[config.mk]
export PLATFORM = sky130hd
export DESIGN_NAME = fp32_addsub
export DESIGN_NICKNAME = d
export VERILOG_FILES = /design/src/rtl/fpas_pkg.sv /design/src/rtl/fpas_rshift_sticky.sv /design/src/rtl/fpas_lzc.sv /design/src/rtl/fpas_norm_round.sv /design/src/rtl/fp32_addsub.sv
export SDC_FILE = /design/constraint.sdc
export NUM_CORES = 1
export LEC_CHECK = 0
export ABC_AREA = 1
export BUFFER_PORTS_ARGS = -buffer_cell sky130_fd_sc_hd__buf_2
export CORE_UTILIZATION = 30
export CTS_CLUSTER_DIAMETER = 30
export DETAILED_ROUTE_END_ITERATION = 10
export PLACE_DENSITY = 0.57
export SLEW_MARGIN = 20
export SYNTH_ARGS = -nofsm -noshare
export SYNTH_HDL_FRONTEND = slang
export SYNTH_SLANG_ARGS = --single-unit
[constraint.sdc]
create_clock -name clk -period 23.9 [get_ports clk]
set_clock_uncertainty 0.15 [all_clocks]
set_input_delay 1.195 -clock clk [delete_from_list [all_inputs] [get_ports clk]]
set_output_delay 1.195 -clock clk [all_outputs]
set_load 0.02 [all_outputs]
[src/rtl/fpas_pkg.sv]
// Shared types for the floating-point adder/subtractor.
// Assumes nothing beyond being compiled before the modules that import it.
package fpas_pkg;

    // Exception flags delivered with each result
    typedef struct packed {
        logic invalid;
        logic overflow;
        logic underflow;
        logic inexact;
    } fpas_flags_t;

    // Which kind of word the result selector emits
    typedef enum logic [1:0] {
        OUT_NUM  = 2'd0,
        OUT_QNAN = 2'd1,
        OUT_INF  = 2'd2,
        OUT_ZERO = 2'd3
    } fpas_out_t;

endpackage

[src/rtl/fpas_rshift_sticky.sv]
// Logarithmic right shifter that also reports whether any set bit was
// shifted out. Each stage handles one bit of the shift amount. A stage
// whose distance reaches the full width clears the data, so shift amounts
// larger than the width are safe.
module fpas_rshift_sticky #(
    parameter int W    = 26,
    parameter int SH_W = 8
) (
    input  logic [W-1:0]    din,
    input  logic [SH_W-1:0] amt,
    output logic [W-1:0]    dout,
    output logic            sticky
);

    logic [SH_W:0][W-1:0] stg;
    logic [SH_W:0]        stk;

    assign stg[0] = din;
    assign stk[0] = 1'b0;

    genvar k;
    generate
        for (k = 0; k < SH_W; k++) begin : g_stage
            localparam longint DIST = 64'd1 << k;
            if (DIST >= W) begin : g_wide
                // Stage wider than the field: everything leaves
                assign stg[k+1] = amt[k] ? '0 : stg[k];
                assign stk[k+1] = stk[k] | (amt[k] & (|stg[k]));
            end else begin : g_narrow
                // Stage shifts by DIST and collects the departing bits
                assign stg[k+1] = amt[k] ? (stg[k] >> DIST) : stg[k];
                assign stk[k+1] = stk[k] | (amt[k] & (|stg[k][DIST-1:0]));
            end
        end
    endgenerate

    assign dout   = stg[SH_W];
    assign sticky = stk[SH_W];

endmodule

[src/rtl/fpas_lzc.sv]
// Leading-zero counter. An all-zero input reports W.
module fpas_lzc #(
    parameter int W  = 27,
    parameter int CW = 5
) (
    input  logic [W-1:0]  vec,
    output logic [CW-1:0] cnt
);

    // Priority scan from the most significant bit
    always_comb begin
        logic found;
        found = 1'b0;
        cnt   = CW'(W);
        for (int i = W - 1; i >= 0; i--) begin
            if (!found && vec[i]) begin
                cnt   = CW'(W - 1 - i);
                found = 1'b1;
            end
        end
    end

endmodule

[src/rtl/fpas_norm_round.sv]
// Normalizes the raw magnitude sum and rounds it to nearest-even.
// Input: a sum of EXT_W+1 bits whose top bit is the adder carry.
// EXT_W = significand + guard + round + sticky. Also takes the tentative
// biased exponent. Output: a signed exponent (may be out of range, so the
// caller decides overflow/underflow), the fraction, a zero indication and
// whether bits were discarded.
module fpas_norm_round #(
    parameter int EXP_W  = 8,
    parameter int FRAC_W = 23
) (
    input  logic [FRAC_W+4:0]         raw_sum,
    input  logic [EXP_W-1:0]          exp_in,
    output logic signed [EXP_W+1:0]   exp_out,
    output logic [FRAC_W-1:0]         frac_out,
    output logic                      sum_zero,
    output logic                      inexact
);

    localparam int SIG_W = FRAC_W + 1;
    localparam int EXT_W = SIG_W + 3;
    localparam int CNT_W = $clog2(EXT_W + 1);
    localparam int SE_W  = EXP_W + 2;

    logic [CNT_W-1:0]       lz;
    logic [EXT_W-1:0]       nrm;
    logic signed [SE_W-1:0] e_nrm;
    logic [SIG_W-1:0]       mant;
    logic                   rbit;
    logic                   sbit;
    logic                   rnd_up;
    logic [SIG_W:0]         m_rnd;

    fpas_lzc #(.W(EXT_W), .CW(CNT_W)) u_lzc (
        .vec (raw_sum[EXT_W-1:0]),
        .cnt (lz)
    );

    // First normalization: one place right on carry, else left by lz
    always_comb begin
        if (raw_sum[EXT_W]) begin
            nrm   = {raw_sum[EXT_W:2], raw_sum[1] | raw_sum[0]};
            e_nrm = $signed({2'b00, exp_in}) + SE_W'(1);
        end else begin
            nrm   = raw_sum[EXT_W-1:0] << lz;
            e_nrm = $signed({2'b00, exp_in}) - $signed({{(SE_W-CNT_W){1'b0}}, lz});
        end
    end

    // Round to nearest-even and renormalize on a rounding carry
    always_comb begin
        mant   = nrm[EXT_W-1 -: SIG_W];
        rbit   = nrm[2];
        sbit   = |nrm[1:0];
        rnd_up = rbit & (mant[0] | sbit);
        m_rnd  = {1'b0, mant} + {{SIG_W{1'b0}}, rnd_up};
        if (m_rnd[SIG_W]) begin
            frac_out = m_rnd[SIG_W-1:1];
            exp_out  = e_nrm + SE_W'(1);
        end else begin
            frac_out = m_rnd[FRAC_W-1:0];
            exp_out  = e_nrm;
        end
        inexact = rbit | sbit;
    end

    assign sum_zero = (raw_sum == '0);

endmodule

[src/rtl/fp32_addsub.sv]
// Floating-point adder/subtractor with a one-cycle registered result.
// Input handling: decodes both operands, folds the subtract select into
// the second sign, orders by magnitude, aligns the smaller significand with
// guard/round/sticky, and adds or subtracts magnitudes. The result is then
// normalized and rounded. Specials are resolved by a final selector.
// Assumes: exponent field 0 means zero (subnormals flushed); every zero
// result is +0; a NaN result is the canonical quiet NaN.
module fp32_addsub #(
    parameter int EXP_W  = 8,
    parameter int FRAC_W = 23
) (
    input  logic                      clk,
    input  logic                      rst_n,
    input  logic                      in_valid,
    input  logic [EXP_W+FRAC_W:0]     opnd_a,
    input  logic [EXP_W+FRAC_W:0]     opnd_b,
    input  logic                      do_sub,
    output logic                      out_valid,
    output logic [EXP_W+FRAC_W:0]     sum_out,
    output logic                      flg_invalid,
    output logic                      flg_overflow,
    output logic                      flg_underflow,
    output logic                      flg_inexact
);

    import fpas_pkg::*;

    localparam int W       = 1 + EXP_W + FRAC_W;
    localparam int SIG_W   = FRAC_W + 1;
    localparam int ALN_W   = SIG_W + 2;
    localparam int EXT_W   = SIG_W + 3;
    localparam int SE_W    = EXP_W + 2;
    localparam int EXP_MAX = (1 << EXP_W) - 1;

    // Decoded operand fields, index 0 = A, index 1 = B with effective sign
    logic [1:0][W-1:0]      raw;
    logic [1:0]             op_sign;
    logic [1:0][EXP_W-1:0]  op_exp;
    logic [1:0][FRAC_W-1:0] op_frac;
    logic [1:0]             op_zero;
    logic [1:0]             op_inf;
    logic [1:0]             op_nan;
    logic [1:0]             op_snan;
    logic [1:0][W-2:0]      op_mag;

    assign raw[0] = opnd_a;
    assign raw[1] = {opnd_b[W-1] ^ do_sub, opnd_b[W-2:0]};

    genvar i;
    generate
        for (i = 0; i < 2; i++) begin : g_unpack
            assign op_sign[i] = raw[i][W-1];
            assign op_exp[i]  = raw[i][W-2:FRAC_W];
            assign op_frac[i] = raw[i][FRAC_W-1:0];
            assign op_zero[i] = (op_exp[i] == '0);
            assign op_inf[i]  = (op_exp[i] == EXP_W'(EXP_MAX)) && (op_frac[i] == '0);
            assign op_nan[i]  = (op_exp[i] == EXP_W'(EXP_MAX)) && (op_frac[i] != '0);
            assign op_snan[i] = op_nan[i] && !op_frac[i][FRAC_W-1];
            assign op_mag[i]  = op_zero[i] ? '0 : raw[i][W-2:0];
        end
    endgenerate

    // Magnitude ordering and alignment
    logic              big_sel;
    logic [EXP_W-1:0]  e_big;
    logic [EXP_W-1:0]  e_gap;
    logic [SIG_W-1:0]  sig_big;
    logic [SIG_W-1:0]  sig_small;
    logic [ALN_W-1:0]  aligned;
    logic              aln_sticky;
    logic              res_sign;
    logic              eff_sub;
    logic [EXT_W:0]    raw_sum;

    // Choose the larger magnitude (B only when strictly larger)
    always_comb begin
        big_sel   = (op_mag[1] > op_mag[0]);
        e_big     = op_exp[big_sel];
        e_gap     = op_exp[big_sel] - op_exp[!big_sel];
        sig_big   = op_zero[big_sel]  ? '0 : {1'b1, op_frac[big_sel]};
        sig_small = op_zero[!big_sel] ? '0 : {1'b1, op_frac[!big_sel]};
        res_sign  = op_sign[big_sel];
        eff_sub   = op_sign[0] ^ op_sign[1];
    end

    fpas_rshift_sticky #(.W(ALN_W), .SH_W(EXP_W)) u_align (
        .din    ({sig_small, 2'b00}),
        .amt    (e_gap),
        .dout   (aligned),
        .sticky (aln_sticky)
    );

    // Magnitude add or subtract; larger minus smaller never borrows
    always_comb begin
        if (eff_sub)
            raw_sum = {1'b0, sig_big, 3'b000} - {1'b0, aligned, aln_sticky};
        else
            raw_sum = {1'b0, sig_big, 3'b000} + {1'b0, aligned, aln_sticky};
    end

    logic signed [SE_W-1:0] nr_exp;
    logic [FRAC_W-1:0]      nr_frac;
    logic                   nr_zero;
    logic                   nr_inexact;

    fpas_norm_round #(.EXP_W(EXP_W), .FRAC_W(FRAC_W)) u_nr (
        .raw_sum  (raw_sum),
        .exp_in   (e_big),
        .exp_out  (nr_exp),
        .frac_out (nr_frac),
        .sum_zero (nr_zero),
        .inexact  (nr_inexact)
    );

    // Result selection covering specials and range limits
    fpas_out_t   kind;
    logic        kind_sign;
    fpas_flags_t nxt_flags;
    logic [W-1:0] nxt_word;

    always_comb begin
        nxt_flags = '0;
        kind_sign = res_sign;
        if (op_nan[0] || op_nan[1]) begin
            kind              = OUT_QNAN;
            nxt_flags.invalid = op_snan[0] | op_snan[1];
        end else if (op_inf[0] && op_inf[1] && eff_sub) begin
            kind              = OUT_QNAN;
            nxt_flags.invalid = 1'b1;
        end else if (op_inf[0]) begin
            kind      = OUT_INF;
            kind_sign = op_sign[0];
        end else if (op_inf[1]) begin
            kind      = OUT_INF;
            kind_sign = op_sign[1];
        end else if (nr_zero) begin
            kind = OUT_ZERO;
        end else if (nr_exp >= SE_W'(EXP_MAX)) begin
            kind               = OUT_INF;
            nxt_flags.overflow = 1'b1;
            nxt_flags.inexact  = 1'b1;
        end else if (nr_exp <= SE_W'(0)) begin
            kind                = OUT_ZERO;
            nxt_flags.underflow = 1'b1;
            nxt_flags.inexact   = 1'b1;
        end else begin
            kind              = OUT_NUM;
            nxt_flags.inexact = nr_inexact;
        end
    end

    // Assemble the output word for the selected kind
    always_comb begin
        unique case (kind)
            OUT_QNAN: nxt_word = {1'b0, {EXP_W{1'b1}}, 1'b1, {(FRAC_W-1){1'b0}}};
            OUT_INF:  nxt_word = {kind_sign, {EXP_W{1'b1}}, {FRAC_W{1'b0}}};
            OUT_ZERO: nxt_word = '0;
            default:  nxt_word = {res_sign, nr_exp[EXP_W-1:0], nr_frac};
        endcase
    end

    // Output register: capture on launch, hold otherwise
    always_ff @(posedge clk) begin
        if (!rst_n) begin
            out_valid     <= 1'b0;
            sum_out       <= '0;
            flg_invalid   <= 1'b0;
            flg_overflow  <= 1'b0;
            flg_underflow <= 1'b0;
            flg_inexact   <= 1'b0;
        end else begin
            out_valid <= in_valid;
            if (in_valid) begin
                sum_out       <= nxt_word;
                flg_invalid   <= nxt_flags.invalid;
                flg_overflow  <= nxt_flags.overflow;
                flg_underflow <= nxt_flags.underflow;
                flg_inexact   <= nxt_flags.inexact;
            end
        end
    end

endmodule

==> results of run 1 <==
[synth_stat cells (all sizes together) (7+ instances only)]
library cell | number | area (um^2)
ha | 93 | 1160
buf | 55 | 390
o21ai | 115 | 606
clkbuf | 49 | 184
o21bai | 7 | 56.3
o211ai | 11 | 82.6
nor3 | 30 | 166
nand4 | 61 | 449
a21oi | 91 | 455
nand2 | 687 | 2660
nor4 | 16 | 100
nor2 | 242 | 1010
inv | 315 | 1180
xnor2 | 11 | 104
nand3 | 396 | 2050
xor2 | 42 | 409
dfxtp | 37 | 741
a31oi | 17 | 106
[routing by layer]
| layer | track usage (%) | up-vias |
|---|---|---|
| met5 | 0 | - |
| met3 | 1.65 | 93 |
| li1 | - | 7738 |
| met1 | 30.6 | 7120 |
| met4 | 9.63 | 0 |
| met2 | 37.5 | 562 |
[state kept, by name, indices dropped and copies added (netlist names)]
signal	flops
flg_invalid	1
flg_underflow	1
sum_out	32
flg_inexact	1
out_valid	1
flg_overflow	1
[power by group through the flow]
| stage | clock, mW | sequential, mW | combinational (mW) |
|---|---|---|---|
| 2_1_floorplan | 0 | 0.107 | 0.660 |
| 3_3_place_gp | 0 | 0.0878 | 0.926 |
| 3_5_place_dp | 0 | 0.0880 | 0.924 |
| 4_1_cts | 0.0769 | 0.0868 | 0.928 |
| 5_1_grt | 0.0795 | 0.0888 | 1.04 |
| 6_report | 0.0760 | 0.0867 | 0.949 |
[tightest hold or removal path, stage by stage (launching register included)]
cell and delay [ns]:
dfxtp_1 0.31, nand2_1 0.06, nand2_1 0.05
[cells by family (layout without fill, tap and decap cells)]
kind of cell | after synthesis | after routing | synth area share (%)
DFF | 37 | 37 | 5.95
AOI/OAI and AO/OA | 286 | 286 | 13.3
adders and majority gates | 95 | 95 | 9.67
buffers and inverters | 424 | 439 | 14.3
xor gates and xnor gates | 53 | 53 | 4.12
and+or+nand+nor | 1449 | 1449 | 52.6
[cells in the final DEF (no fill, tap or decap), types with 7 or more instances in the layout]
cell,synthesis,layout
a21oi_1,91,91
a31oi_1,17,17
buf_2,21,104
buf_4,7,7
dfxtp_1,37,37
ha_1,93,93
inv_1,283,283
inv_2,31,31
nand2_1,665,665
nand2_2,18,18
nand3_1,383,383
nand3_2,12,12
nand4_1,53,53
nor2_1,222,222
nor2_2,10,10
nor2_4,10,10
nor3_1,28,28
nor4_1,16,16
o211ai_1,11,11
o21ai_0,88,88
o21ai_1,19,19
o21ai_2,8,8
xnor2_1,10,10
xor2_1,38,38
[path summary, 6_finish.rpt]
kind                                                from                        to  cells past startpoint
worst max register to register  sum_out[20]$_SDFFE_PN0P_  sum_out[20]$_SDFFE_PN0P_                      4
worst max-delay path                          opnd_a[25]   sum_out[9]$_SDFFE_PN0P_                     94
worst min register to register  flg_inexact$_SDFFE_PN0P_  flg_inexact$_SDFFE_PN0P_                      2
worst min-delay path            flg_inexact$_SDFFE_PN0P_  flg_inexact$_SDFFE_PN0P_                      2
[metrics by stage]
stage	worst slack, ns	total power [mW]
finish	5.28	1.11
global route	3.42	1.21
CTS	5.72	1.09
detailed placement	5.45	1.01
global placement	5.78	1.01
floorplan	11.30	0.767
[area by class of cell]
type                       instances  area [um^2]  area share (%)
clock buffer                       7          143            1.07
clock inverter                     1         30.0           0.226
inverter                         320         1200            9.06
multi-input combinational       1883         9930            74.7
sequential                        37          741            5.57
tap                              532          666            5.01
timing repair buffer             111          573            4.31
==> impl_metrics.py, run 1 <==
metrics = {
    "timing": {
        "slew_viol_final": 0,
        "worst_slew_margin_rel_pct": 33.0,
        "setup-tns-final_ns": 0,
        "tightest_slew_ns": 0.994,
        "timing.final.crit_share_pct": 77.9,
        "rsz0062_at_grt": "no",
        "hold_slack_ns": 0.307,
        "period_needed_ns": 18.62,
        "setup_violations": 0,
        "fmax_ghz": 0.0537,
        "hold_violations": 0,
    },
    "final_layout": {
        "nFillCells": 4719,
        "fin_util_pct": 32.5,
        "stdcell_count": 2891,
        "layout-drive-gt1-share_pct": 9.92,
        "diodes": 0,
        "stdcell_area_mm2": 0.0133,
        "design.final.nets": 2521,
        "area_growth_pct": 6.72,
    },
    "clocking": {
        "htreeDepth": 2,
        "clk_latency_ns": 0.28,
        "cts_buffers": 5,
        "cts_resized": 0,
        "clock_path_buffers": 2,
        "tritoncts": "yes",
        "cts_setup_buffers": 0,
        "cts.sinks": 37,
        "cts_root_buffer": "clkbuf_16",
        "postCtsHoldBufs": 0,
        "path_clk_slew_ns": 0.05,
    },
    "power": {
        "pwr-share-clk_pct": 6.8,
        "p_per_area_mw_per_mm2": 83.7,
        "internal-power_uw": 397,
        "ir_drop_uv": 31.0,
        "switchingPower_uw": 714,
        "combPwrFrac_pct": 85.4,
        "p_leak_nw": 6.95,
        "p_sw_share_pct": 64.3,
        "seq_power_share_pct": 7.8,
    },
    "route": {
        "dr_wl_met3_mm": 2.72,
        "route.detailed.drc": 0,
        "dr_wl_met2_mm": 22.1,
        "avgViaCountPerCell": 5.37,
        "ant_nets": 0,
        "drt_pass1_iterations": 6,
        "vias": 15500,
        "wl_per_cell_um": 17.0,
        "top_layer_used": "met4",
        "drt_iter0_markers": 1652,
        "wl_mm": 49.2,
        "wl_met1_mm": 22.2,
    },
    "setup_path": {
        "path_class": "in -> reg",
        "arrival_ns": 18.67,
        "crit_required_ns": 23.95,
        "crit_top_cell": "nand2_1",
        "slowest_delay_ns": 0.99,
        "startpoint_type": "primary input",
        "end_kind": "flip-flop",
        "crit_fanout": 106,
        "slowest_stage": "nand2_4",
        "cp_top_family": "simple AND/OR/NAND/NOR gates",
        "crit_buf_inv": 15,
        "r2r_slack_ns": 23.04,
    },
    "logic_synthesis": {
        "synth_warnings": 0,
        "syn_avg_cell_area_um2": 5.31,
        "seq_area_frac_synth_pct": 5.95,
        "synth.distinct_cells": 66,
        "ys_async_sr_fraction_pct": 0,
        "synth_nets": 2507,
        "synth_edf_count": 0,
        "synth-main-ff-cell": "dfxtp_1",
        "synth-seq-cells": 37,
        "syn_area_mm2": 0.0124,
        "syn_inst": 2344,
    },
    "global_routing": {
        "track_usage_pct": 22.8,
        "antenna_found_initial": 0,
        "grt_pass1_wl_mm": 76.9,
        "grt_pass1_vias": 14200,
        "grt_overflow": 0,
        "grt_max_degree": 107,
    },
    "outcome": {
        "status": "finished clean",
    },
    "worst_hold_path": {
        "hold_class": "reg -> reg",
    },
    "floorplanning": {
        "fp.dieW_um": 206,
        "die_h_um": 206,
        "core_mm2": 0.0409,
        "dieArea_mm2": 0.0423,
        "initial_utilization_pct": 30.4,
        "io-pin-count": 105,
        "placementRows": 74,
    },
    "place": {
        "post-dp-hpwl_mm": 40.8,
        "dpl.cell_count": 2883,
        "io_buffers": 104,
        "place.gp.congestion": 0.997,
        "place_area_mm2": 0.0131,
    },
    "job": {
        "drv_cap": 0,
    },
}
(Power assumes the default switching activity.)
==> run 2: changes to the inputs <==
--- a/config.mk
+++ b/config.mk
@@ -10,7 +10,7 @@
 export CORE_UTILIZATION = 30
 export CTS_CLUSTER_DIAMETER = 30
 export DETAILED_ROUTE_END_ITERATION = 10
-export PLACE_DENSITY = 0.57
+export PLACE_DENSITY = 0.58
 export SLEW_MARGIN = 20
 export SYNTH_ARGS = -nofsm -noshare
 export SYNTH_HDL_FRONTEND = slang
==> constraint.sdc (replaced) <==
create_clock -name clk -period 17 [get_ports clk]
set_clock_uncertainty 0.15 [all_clocks]
set_input_delay 0.85 -clock clk [delete_from_list [all_inputs] [get_ports clk]]
set_output_delay 0.85 -clock clk [all_outputs]
set_load 0.02 [all_outputs]
==> run 2 against run 1 <==
Count of clock-buffer cells in the layout did not move. Sequential power grew 42%. Critical path depth stayed put. Global-route usage decreased by 0.42 points.
==> impl_metrics.py, run 2 (synthesized netlist as in run 1, its figures left out) <==
metrics = {
    "route": {
        "ant_nets": 0,
        "vias": 15500,
        "avgViaCountPerCell": 5.36,
        "drt_iter0_markers": 1604,
        "drt_pass1_iterations": 6,
        "wl_per_cell_um": 16.5,
        "route.detailed.drc": 0,
        "wl_mm": 47.9,
    },
    "floorplanning": {
        "io-pin-count": 105,
        "dieArea_mm2": 0.0423,
        "core_mm2": 0.0409,
        "initial_utilization_pct": 30.4,
        "fp.dieW_um": 206,
        "placementRows": 74,
        "die_h_um": 206,
    },
    "clocking": {
        "path_clk_slew_ns": 0.05,
        "cts_root_buffer": "clkbuf_16",
        "tritoncts": "yes",
        "cts.sinks": 37,
        "clk_latency_ns": 0.28,
        "htreeDepth": 2,
        "cts_resized": 0,
        "postCtsHoldBufs": 0,
        "cts_buffers": 5,
        "clock_path_buffers": 2,
        "cts_setup_buffers": 0,
    },
    "final_layout": {
        "layout-drive-gt1-share_pct": 10.3,
        "mostFrequentLayoutCells": "nand2_1 (665), nand3_1 (383), inv_1 (282), nor2_1 (220), buf_2 (104)",
        "area_growth_pct": 7.32,
        "nFillCells": 4697,
        "multi_input_area_mm2": 0.00996,
        "final-seq-area_um2": 741,
        "stdcell_count": 2897,
        "final_common_cell": "nand2_1",
        "regMostFlops": "sum_out",
        "largest_reg_flops": 32,
        "design.final.nets": 2526,
    },
    "setup_path": {
        "slowest_stage": "o21ai_1",
        "startpoint_type": "primary input",
        "path_class": "in -> reg",
        "crit_top_cell": "nand2_1",
        "arrival_ns": 15.46,
        "slowest_delay_ns": 0.50,
        "end_kind": "flip-flop",
        "crit_fanout": 80,
        "crit_required_ns": 16.99,
    },
    "power": {
        "combPwrFrac_pct": 85.1,
        "pwr-share-clk_pct": 7.0,
        "p_leak_nw": 6.97,
        "internal-power_uw": 560,
        "switchingPower_uw": 991,
        "seq_power_share_pct": 7.9,
        "p_per_area_mw_per_mm2": 116,
        "p_sw_share_pct": 63.9,
        "ir_drop_uv": 45.4,
    },
    "timing": {
        "slew_viol_final": 0,
        "setup-tns-final_ns": 0,
        "fmax_ghz": 0.0646,
        "setup_ws_ns": 1.53,
        "timing.final.crit_share_pct": 91.0,
        "setup_violations": 0,
        "period_needed_ns": 15.47,
        "worst_slew_margin_rel_pct": 34.7,
        "tightest_slew_ns": 0.976,
        "hold_violations": 0,
        "rsz0062_at_grt": "no",
    },
    "place": {
        "pre_cts_slack_ns": 0.574,
        "dpl.cell_count": 2886,
        "io_buffers": 104,
        "post-dp-hpwl_mm": 39.7,
        "place.gp.congestion": 0.981,
    },
    "outcome": {
        "status": "finished clean",
    },
    "global_routing": {
        "grt_pass1_vias": 14500,
        "grt_overflow": 0,
        "grt_pass1_wl_mm": 76.3,
        "antenna_found_initial": 1,
        "grt_max_degree": 81,
        "track_usage_pct": 22.4,
    },
    "job": {
        "drv_cap": 0,
    },
    "worst_hold_path": {
        "hold_class": "reg -> reg",
    },
}
run 2: final cells by class:
class | count | share of cell area, %
clock inverter | 1 | 0.225
inverter | 320 | 9.08
timing repair buffer | 114 | 4.46
antenna | 1 | 0.0187
tap | 532 | 4.98
multi-input combinational | 1883 | 74.5
timing repair inverter | 2 | 0.0937
sequential | 37 | 5.54
clock buffer | 7 | 1.07
run 2: stage by stage:
step	utilization (%)	total power [mW]	hold slack, ns	cell area, um^2
5_1_grt	32.6	1.70	0.335	13400
6_report	32.6	1.55	0.311	13400
3_5_place_dp	32.1	1.41	0.302	13100
2_1_floorplan	-	1.08	0.380	12400
3_3_place_gp	32.1	1.41	0.303	13100
4_1_cts	32.5	1.52	0.315	13300
run 2: critical path, delay by kind of cell:
kind | cells | cell delay (ns)
fa+ha+maj | 6 | 1.72
compound gates | 10 | 1.79
xor+xnor | 2 | 0.46
buf+inv | 13 | 1.93
simple gates | 63 | 8.67
run 2: routing by layer:
layer	global-route usage (%)	wire length, um	vias up
met5	0	0	-
met4	11.6	2690	0
met3	1.31	2630	110
met2	37.4	21800	638
met1	28.9	20800	7043
li1	-	-	7737
run 2: final timing paths:
check	start	endpoint	slack, ns	cells past startpoint
worst min register to register	sum_out[9]$_SDFFE_PN0P_	sum_out[9]$_SDFFE_PN0P_	0.31	2
worst max-delay path	opnd_a[30]	sum_out[9]$_SDFFE_PN0P_	1.53	94
worst max register to register	sum_out[20]$_SDFFE_PN0P_	sum_out[20]$_SDFFE_PN0P_	16.14	4
worst min-delay path	sum_out[9]$_SDFFE_PN0P_	sum_out[9]$_SDFFE_PN0P_	0.31	2
run 2: power by group through the flow:
| stage | sequential [mW] | combinational [mW] | clock [mW] |
|---|---|---|---|
| 2_1_floorplan | 0.151 | 0.928 | 0 |
| 3_3_place_gp | 0.124 | 1.28 | 0 |
| 3_5_place_dp | 0.125 | 1.28 | 0 |
| 4_1_cts | 0.123 | 1.29 | 0.110 |
| 5_1_grt | 0.126 | 1.46 | 0.114 |
| 6_report | 0.123 | 1.32 | 0.109 |
==> run 3: changes to the inputs <==
==> constraint.sdc (replaced) <==
create_clock -name clk -period 17 [get_ports clk]
set_clock_uncertainty 0.15 [all_clocks]
set_input_delay 1.7 -clock clk [delete_from_list [all_inputs] [get_ports clk]]
set_output_delay 1.7 -clock clk [all_outputs]
set_load 0.02 [all_outputs]
==> run 3 against run 2 <==
Hold slack better by 0.0032 ns. Non-clock buffer count up 11. Utilization up 0.23 points. Combinational power about the same. Critical path type unchanged. Largest power group unchanged. Highest routed layer unchanged.
==> impl_metrics.py, run 3 (synthesized netlist as in run 1, its figures left out) <==
metrics = {
    "clocking": {
        "cts_root_buffer": "clkbuf_16",
        "clock_path_buffers": 2,
        "path_clk_slew_ns": 0.06,
        "clk_latency_ns": 0.28,
        "cts_buffers": 5,
        "tritoncts": "yes",
        "htreeDepth": 2,
        "cts.sinks": 37,
    },
    "job": {
        "drv_cap": 0,
    },
    "final_layout": {
        "regMostFlops": "sum_out",
        "final-seq-area_um2": 741,
        "final_common_cell": "nand2_1",
        "diodes": 0,
        "design.final.nets": 2538,
        "layout-drive-gt1-share_pct": 10.9,
        "largest_reg_flops": 32,
        "area_growth_pct": 8.07,
        "nFillCells": 4697,
        "mostFrequentLayoutCells": "nand2_1 (665), nand3_1 (383), inv_1 (282), nor2_1 (219), buf_2 (104)",
        "multi_input_area_mm2": 0.00997,
    },
    "setup_path": {
        "path_class": "in -> reg",
        "startpoint_type": "primary input",
        "crit_required_ns": 16.99,
        "arrival_ns": 15.65,
        "slowest_delay_ns": 0.40,
        "r2r_slack_ns": 16.13,
        "end_kind": "flip-flop",
        "reg2reg_from": "sum_out[14]$_SDFFE_PN0P_",
        "slowest_stage": "clkinvlp_2",
        "crit_buf_inv": 15,
        "crit_top_cell": "nand2_1",
        "crit_fanout": 31,
        "worstRegToRegCells": 4,
        "cp_top_family": "simple AND/OR/NAND/NOR gates",
        "r2r_end": "sum_out[14]$_SDFFE_PN0P_",
    },
    "global_routing": {
        "grt_overflow": 0,
        "track_usage_pct": 23.3,
        "antenna_found_initial": 0,
        "grt_pass1_wl_mm": 78.6,
        "grt_pass1_vias": 14600,
        "grt_max_degree": 80,
    },
    "timing": {
        "setup-tns-final_ns": 0,
        "setup_ws_ns": 1.34,
        "timing.final.crit_share_pct": 92.1,
        "period_needed_ns": 15.66,
        "fmax_ghz": 0.0638,
        "tightest_slew_ns": 0.986,
        "slew_viol_final": 0,
        "worst_slew_margin_rel_pct": 33.8,
        "hold_violations": 0,
        "rsz0062_at_grt": "no",
        "setup_violations": 0,
    },
    "outcome": {
        "status": "finished clean",
    },
    "floorplanning": {
        "core_mm2": 0.0409,
        "die_h_um": 206,
        "dieArea_mm2": 0.0423,
        "placementRows": 74,
        "io-pin-count": 105,
        "fp.dieW_um": 206,
        "initial_utilization_pct": 30.4,
    },
    "route": {
        "wl_per_cell_um": 17.3,
        "wl_mm": 50.3,
        "route.detailed.drc": 0,
        "drt_pass1_iterations": 5,
        "vias": 15800,
        "ant_nets": 0,
        "drt_iter0_markers": 1539,
        "avgViaCountPerCell": 5.43,
    },
    "worst_hold_path": {
        "holdPathStages": 2,
        "hold_start": "sum_out[11]$_SDFFE_PN0P_",
        "hold_class": "reg -> reg",
        "whs_endpoint": "sum_out[11]$_SDFFE_PN0P_",
    },
    "power": {
        "ir_drop_uv": 46.1,
        "p_per_area_mw_per_mm2": 116,
        "p_leak_nw": 7.02,
    },
    "place": {
        "pre_cts_slack_ns": 0.301,
        "post-dp-hpwl_mm": 41.4,
        "io_buffers": 104,
        "place.gp.congestion": 0.992,
    },
}
run 3: what timing repair did:
action | CTS | global route
hold buffers | 0 | 0
gates resized for setup | 0 | 17
setup buffers | 0 | 7
setup endpoints to repair | 0 | 32
endpoints found under the hold margin | 0 | 0
run 3: worst max-delay path by stage:
| stage | from | depth (start not counted) | slack (ns) | to |
|---|---|---|---|---|
| global placement | opnd_a[30] | 91 | 0.67 | sum_out[11]$_SDFFE_PN0P_ |
| detailed placement | opnd_a[30] | 95 | 0.30 | sum_out[9]$_SDFFE_PN0P_ |
| global route | opnd_a[30] | 96 | 0.05 | sum_out[9]$_SDFFE_PN0P_ |
| floorplan | opnd_b[23] | 103 | 3.89 | sum_out[11]$_SDFFE_PN0P_ |
| CTS | opnd_a[30] | 95 | 0.56 | sum_out[9]$_SDFFE_PN0P_ |
| finish | opnd_a[30] | 95 | 1.34 | sum_out[9]$_SDFFE_PN0P_ |
run 3: worst min-delay path, stage by stage, from the launching register on:
cell,delay [ns]
dfxtp_1,0.30
nand2_1,0.06
a21oi_1,0.06
run 3: final cells by class:
type                            count  share of cell area (%)
Timing Repair Buffer              125                    5.07
Sequential cell                    37                    5.51
Inverter                          320                    9.02
Timing Repair inverter              3                   0.149
Clock inverter                      1                  0.0372
Tap cell                          532                    4.95
Clock buffer                        7                    1.13
Multi-Input combinational cell   1883                    74.1
run 3: layer usage:
metal / up-vias / share of wire [%] / global-route usage, % / wire [um]
met5: - / 0 / 0 / 0
met4: 0 / 4.9 / 9.71 / 2470
met3: 108 / 5.7 / 1.28 / 2880
met2: 635 / 46 / 39.5 / 23100
met1: 7299 / 43 / 30.5 / 21800
li1: 7744 / - / - / -
run 3: through the flow:
stage	hold WS [ns]	power, mW	utilization [%]	std cells	instance area (um^2)
finish	0.314	1.57	32.9	2908	13500
global route	0.332	1.71	32.9	2908	13500
CTS	0.315	1.53	32.6	2898	13300
detailed placement	0.303	1.43	32.2	2890	13200
global placement	0.300	1.43	32.2	2890	13200
floorplan	0.380	1.08	-	2344	12400
run 3: where the power goes:
group	internal (mW)	switching (mW)
clock network	0.0620	0.0349
registers	0.110	0.0132
logic	0.381	0.965
